===== config.mk =====
export PLATFORM = sky130hd
export DESIGN_NAME = owrom_net
export DESIGN_NICKNAME = d
export VERILOG_FILES = /design/src/rtl/owrom_net.sv
export SDC_FILE = /design/constraint.sdc
export NUM_CORES = 1
export LEC_CHECK = 0
export BUFFER_PORTS_ARGS = -buffer_cell sky130_fd_sc_hd__buf_2
export CAP_MARGIN = 25
export CORE_MARGIN = 5
export CORE_UTILIZATION = 36
export CTS_BUF_LIST = sky130_fd_sc_hd__clkbuf_2
export DETAILED_ROUTE_END_ITERATION = 8
export PLACE_DENSITY = 0.65
export SYNTH_ARGS = -nofsm -noshare
export SYNTH_HDL_FRONTEND = slang
export SYNTH_SLANG_ARGS = --single-unit
export TNS_END_PERCENT = 5

===== constraint.sdc =====
create_clock -name clk -period 4.3 [get_ports clk]
set_clock_uncertainty 0.2 [all_clocks]
set_input_delay 0.43 -clock clk [delete_from_list [all_inputs] [get_ports clk]]
set_output_delay 0.43 -clock clk [all_outputs]
set_load 0.005 [all_outputs]

===== src/rtl/owrom_net.sv =====
`timescale 1ns/1ps
module owrom_net #(
  parameter int ID_BITS = 64
) (
  input  logic               clk,
  input  logic               rst_n,
  input  logic               rst_evt,
  input  logic               rst_long,
  input  logic               bit_evt,
  input  logic               bit_val,
  input  logic               rd_req,
  input  logic [ID_BITS-1:0] id_code,
  output logic               rd_bit,
  output logic               od_mode,
  output logic               fn_sel,
  output logic               fn_active
);
  localparam int IDX_W = $clog2(ID_BITS);
  localparam logic [IDX_W-1:0] ID_LAST  = IDX_W'(ID_BITS - 1);
  localparam logic [IDX_W-1:0] CMD_LAST = IDX_W'(7);

  localparam logic [7:0] C_READ    = 8'h33;
  localparam logic [7:0] C_MATCH   = 8'h55;
  localparam logic [7:0] C_SEARCH  = 8'hF0;
  localparam logic [7:0] C_SKIP    = 8'hCC;
  localparam logic [7:0] C_RESUME  = 8'hA5;
  localparam logic [7:0] C_ODSKIP  = 8'h3C;
  localparam logic [7:0] C_ODMATCH = 8'h69;

  typedef enum logic [2:0] {S_WAIT, S_CMD, S_TXID, S_MATCH, S_SRCH, S_FUNC} st_t;

  st_t              st;
  logic [IDX_W-1:0] idx;
  logic [1:0]       ph;
  logic [7:0]       sh;
  logic             rc;

  wire [7:0] cmd_now  = {bit_val, sh[7:1]};
  wire       id_bit   = id_code[idx];
  wire       idx_last = (idx == ID_LAST);

  assign fn_active = (st == S_FUNC);
  assign rd_bit = (st == S_TXID)              ? id_bit  :
                  (st == S_SRCH && ph == 2'd0) ? id_bit  :
                  (st == S_SRCH && ph == 2'd1) ? ~id_bit : 1'b1;

  always_ff @(posedge clk or negedge rst_n) begin
    if (!rst_n) begin
      st      <= S_WAIT;
      idx     <= '0;
      ph      <= '0;
      sh      <= '0;
      rc      <= 1'b0;
      od_mode <= 1'b0;
      fn_sel  <= 1'b0;
    end else begin
      fn_sel <= 1'b0;
      if (rst_evt) begin
        st  <= S_CMD;
        idx <= '0;
        ph  <= '0;
        if (rst_long) od_mode <= 1'b0;
      end else begin
        case (st)
          S_CMD: if (bit_evt) begin
            sh  <= cmd_now;
            idx <= idx + 1'b1;
            if (idx == CMD_LAST) begin
              idx <= '0;
              ph  <= '0;
              case (cmd_now)
                C_READ:   begin rc <= 1'b0; st <= S_TXID; end
                C_MATCH:  begin rc <= 1'b0; st <= S_MATCH; end
                C_SEARCH: begin rc <= 1'b0; st <= S_SRCH; end
                C_SKIP:   begin rc <= 1'b0; st <= S_FUNC; fn_sel <= 1'b1; end
                C_RESUME: begin
                  if (rc) begin st <= S_FUNC; fn_sel <= 1'b1; end
                  else st <= S_WAIT;
                end
                C_ODSKIP: begin
                  rc <= 1'b0; od_mode <= 1'b1; st <= S_FUNC; fn_sel <= 1'b1;
                end
                C_ODMATCH: begin rc <= 1'b0; od_mode <= 1'b1; st <= S_MATCH; end
                default:  st <= S_WAIT;
              endcase
            end
          end
          S_TXID: if (rd_req) begin
            if (idx_last) begin st <= S_FUNC; fn_sel <= 1'b1; end
            else idx <= idx + 1'b1;
          end
          S_MATCH: if (bit_evt) begin
            if (bit_val != id_bit) st <= S_WAIT;
            else if (idx_last) begin rc <= 1'b1; st <= S_FUNC; fn_sel <= 1'b1; end
            else idx <= idx + 1'b1;
          end
          S_SRCH: begin
            if (ph == 2'd0) begin
              if (rd_req) ph <= 2'd1;
            end else if (ph == 2'd1) begin
              if (rd_req) ph <= 2'd2;
            end else if (bit_evt) begin
              ph <= 2'd0;
              if (bit_val != id_bit) st <= S_WAIT;
              else if (idx_last) begin rc <= 1'b1; st <= S_FUNC; fn_sel <= 1'b1; end
              else idx <= idx + 1'b1;
            end
          end
          default: ;
        endcase
      end
    end
  end

  assert_sel_single_R2: assert property (@(posedge clk) disable iff (!rst_n)
    fn_sel |=> !fn_sel);
  assert_sel_hands_over_R2: assert property (@(posedge clk) disable iff (!rst_n)
    fn_sel |-> fn_active);
  assert_long_reset_clears_od_R12: assert property (@(posedge clk) disable iff (!rst_n)
    (rst_evt && rst_long) |=> !od_mode);
  assert_short_reset_keeps_od_R12: assert property (@(posedge clk) disable iff (!rst_n)
    (rst_evt && !rst_long && od_mode) |=> od_mode);
  assert_reset_aborts_R14: assert property (@(posedge clk) disable iff (!rst_n)
    rst_evt |=> !fn_active);
  assert_od_only_on_byte_R10: assert property (@(posedge clk) disable iff (!rst_n)
    $rose(od_mode) |-> $past(bit_evt));
endmodule


==> impl_metrics.env <==
export IMPL_dpl_cell_count=359
export IMPL_grt_overflow=0
export IMPL_p_clk_frac=0.089
export IMPL_timing_critical_path_required_ns=3.67
export IMPL_grt_max_degree=24
export IMPL_cts_root_to_sink_buffers=2
export IMPL_netlist_top_cell_by_area="sky130_fd_sc_hd__dfrtp_1"
export IMPL_switching_share=0.445
export IMPL_postCtsSetupBuffers=0
export IMPL_seqPwrFrac=0.365
export IMPL_hpwl_um=4460
export IMPL_power_leakage_nw=1.05
export IMPL_antenna_diode_count=0
export IMPL_drt_pre_antenna_iters=6
export IMPL_drv_slew=0
export IMPL_hold_worst_slack_ns=0.133
export IMPL_synth_edf_count=0
export IMPL_cts_buffers=3
export IMPL_floorplan_core_area_mm2=0.00554
export IMPL_layout_nets=365
export IMPL_syn_area_mm2=0.00207
export IMPL_clockRootBuffer="sky130_fd_sc_hd__clkbuf_2"
export IMPL_finalWirelength_um=5630
export IMPL_grt_pass1_wl_um=9500
export IMPL_design_power_total_mw=0.982
export IMPL_die_height_um=85.9
export IMPL_final_period_utilization=0.888
export IMPL_netlist_instances=227
export IMPL_ys_types=47
export IMPL_top_count_cell_post_synth="sky130_fd_sc_hd__nor2_1"
export IMPL_max_stage_delay_ns=0.67
export IMPL_clock_transition_at_the_register_clock_pins_on_the_worst_setup_and_hold_paths_after_cts_ns=0.21
export IMPL_cts_resized=0
export IMPL_worstHoldPathType="primary input to register"
export IMPL_worst_path_max_delay_cell="sky130_fd_sc_hd__dfrtp_1"
export IMPL_avgSynthCellArea_um2=9.14
export IMPL_design_area_mm2=0.00249
export IMPL_timing_critical_path_fanout_max=10
export IMPL_synth_cells_most_frequent="26 x sky130_fd_sc_hd__nor2_1, 21 x sky130_fd_sc_hd__dfrtp_1, 20 x sky130_fd_sc_hd__nand2_1, 17 x sky130_fd_sc_hd__a21oi_1, 12 x sky130_fd_sc_hd__clkbuf_1"
export IMPL_design_die_area_mm2=0.00738
export IMPL_syn_nets=299
export IMPL_postLayoutSetupSlackWorst_ns=0.482
export IMPL_gr_usage_all_layers=0.156
export IMPL_setup_viol=0
export IMPL_area_growth_synth_to_final_pct=20.2
export IMPL_grt_setup_unrepaired="no"
export IMPL_peakVddDrop_mv=0.194
export IMPL_worstPathArrival_ns=3.19
export IMPL_layout_min_cycle_time_ns=3.82
export IMPL_final_hold_viol_count=0
export IMPL_tritoncts_clock_tree="built"
export IMPL_cts_htree_levels=1
export IMPL_start_util=0.374
export IMPL_route_detailed_wl_per_inst_um=15.5
export IMPL_setup_tns_final_ns=0
export IMPL_internal_power_mw=0.545
export IMPL_synth_top_area_share=0.253
export IMPL_fin_cells=364
export IMPL_synth_seq_area_share=0.253
export IMPL_final_routed_drc_violation_total=0
export IMPL_pwr_density_cell_mw_per_mm2=394
export IMPL_postLayoutCoreUtil=0.450
export IMPL_postSynth_asyncResetShare=1.00
export IMPL_detailroute_via_count=2041
export IMPL_crit_path_start_kind="register"
export IMPL_clock_latency_ns=0.33
export IMPL_first_global_vias=2074
export IMPL_io_buffer_count=74
export IMPL_timing_fmax_ghz=0.262
export IMPL_detail_route_vias_per_cell=5.61
export IMPL_grt_antenna_before_repair=0
export IMPL_number_of_sinks_driven_by_the_clock_tree=21
export IMPL_ys_flop_type="sky130_fd_sc_hd__dfrtp_1"
export IMPL_synth_warnings=0
export IMPL_power_combinational_fraction=0.546
export IMPL_die_w_um=85.9
export IMPL_dp_worst_setup_slack_ns=0.852
export IMPL_placed_cell_area_mm2=0.00246
export IMPL_critPathKind="register to primary output"
export IMPL_core_rowCount=27
export IMPL_worst_slew_pin_slew_ns=0.600
export IMPL_synth_area_leaders="sky130_fd_sc_hd__dfrtp_1 25%, sky130_fd_sc_hd__mux4_1 10%, sky130_fd_sc_hd__mux4_2 6.5%"
export IMPL_outcome="finished clean"
export IMPL_drv_cap=0
export IMPL_worstPathCellList="buf_4 -> mux4_2 -> a2111oi_0 -> nor3_1 -> a21oi_4 -> xor2_1 -> nand3_1 -> a21o_1 -> buf_2"
export IMPL_ant_nets=0
export IMPL_ioPinCount=75
export IMPL_power_net_switching_mw=0.437
export IMPL_slew_headroom=0.600
export IMPL_drt_initial_drc_count=200
export IMPL_layout_drive_gt1_share=0.336
export IMPL_routabilityCongestion=0.851
export IMPL_ys_ff_latch=21
export IMPL_crit_path_end_kind="primary output"
==> cells in the final DEF (no fill, tap or decap), drive strengths merged, types with 2 or more instances in the layout <==
cell type,count
buf,76
nor2,26
dfrtp,21
nand2,20
a21oi,18
mux4,14
nand2b,10
mux2i,9
mux2,8
a31oi,7
nand3,7
nor3,6
or4bb,6
inv,5
o31ai,5
o21ai,5
o22ai,4
nor2b,4
o221ai,3
nor4,3
clkbuf,3
or2,2
nor3b,2
nand4,2
o21a,2
a311oi,2
o2111ai,2
o311ai,2
a41oi,2
xor2,2
==> flip-flops by register name, indices dropped and copies added, names as in the netlist <==
name	cells
od_mode	1
st	3
rc	1
ph	2
fn_sel	1
idx	6
sh	7
==> metal layers <==
metal / wire length (µm) / track usage
met1: 2390 / 0.202
met2: 2960 / 0.278
met3: 231 / 0.0259
met4: 45 / 0.0187
met5: 0 / 0
==> final cells by class <==
| cell class | instances | area, µm² |
|---|---|---|
| repair buffers | 77 | 395 |
| clock buffers | 3 | 15.0 |
| clock inverters | 1 | 5.00 |
| multi-input cells | 185 | 1440 |
| well taps | 72 | 90.1 |
| flip-flops and latches | 21 | 526 |
| fillers | 572 | 3050 |
| inverters | 5 | 18.8 |
==> logic make-up after synthesis <==
kind of cell | Yosys count | synth area share
compound gates | 58 | 0.189
xor+xnor | 2 | 0.0121
fa+ha+maj | 1 | 0.00603
buf+inv | 21 | 0.0507
flops | 21 | 0.253
mux | 31 | 0.253
simple gates | 93 | 0.235
==> worst max-delay path, delay by kind of cell (launching register included) <==
| kind | cells | cell delay [ns] |
|---|---|---|
| AOI/OAI and AO/OA | 3 | 0.86 |
| xor gates and xnor gates | 1 | 0.17 |
| buffers and inverters | 2 | 0.42 |
| DFF | 1 | 0.67 |
| muxes | 1 | 0.51 |
| and+or+nand+nor | 2 | 0.23 |
==> worst paths after layout <==
path | from | to | slack, ns | cells after the start
max in group asynchronous | rst_n | ph[1]$_DFFE_PN0P_ | 3.23 | 2
min in group asynchronous | rst_n | st[1]$_DFFE_PN0P_ | 0.33 | 2
worst max-delay path | idx[0]$_DFFE_PN0P_ | rd_bit | 0.48 | 9
worst min-delay path | rst_long | od_mode$_DFFE_PN0P_ | 0.13 | 3
worst min register to register | ph[0]$_DFFE_PN0P_ | ph[0]$_DFFE_PN0P_ | 0.37 | 1
worst max register to register | idx[0]$_DFFE_PN0P_ | idx[5]$_DFFE_PN0P_ | 0.93 | 8
==> power by group through the flow <==
stage               Clock (mW)  Combinational, mW  Sequential [mW]
finish                  0.0870              0.536            0.359
global placement             0              0.527            0.361
floorplan                    0              0.494            0.285
global route             0.101              0.591            0.378
detailed placement           0              0.532            0.363
CTS                     0.0913              0.535            0.359
==> what timing repair did <==
| action | in CTS | in global routing |
|---|---|---|
| hold buffers | 1 | 0 |
| endpoints found under the hold margin | 21 | 0 |
| endpoints found under the setup margin | 0 | 0 |
Note: power is estimated with default switching activity, not from simulation.
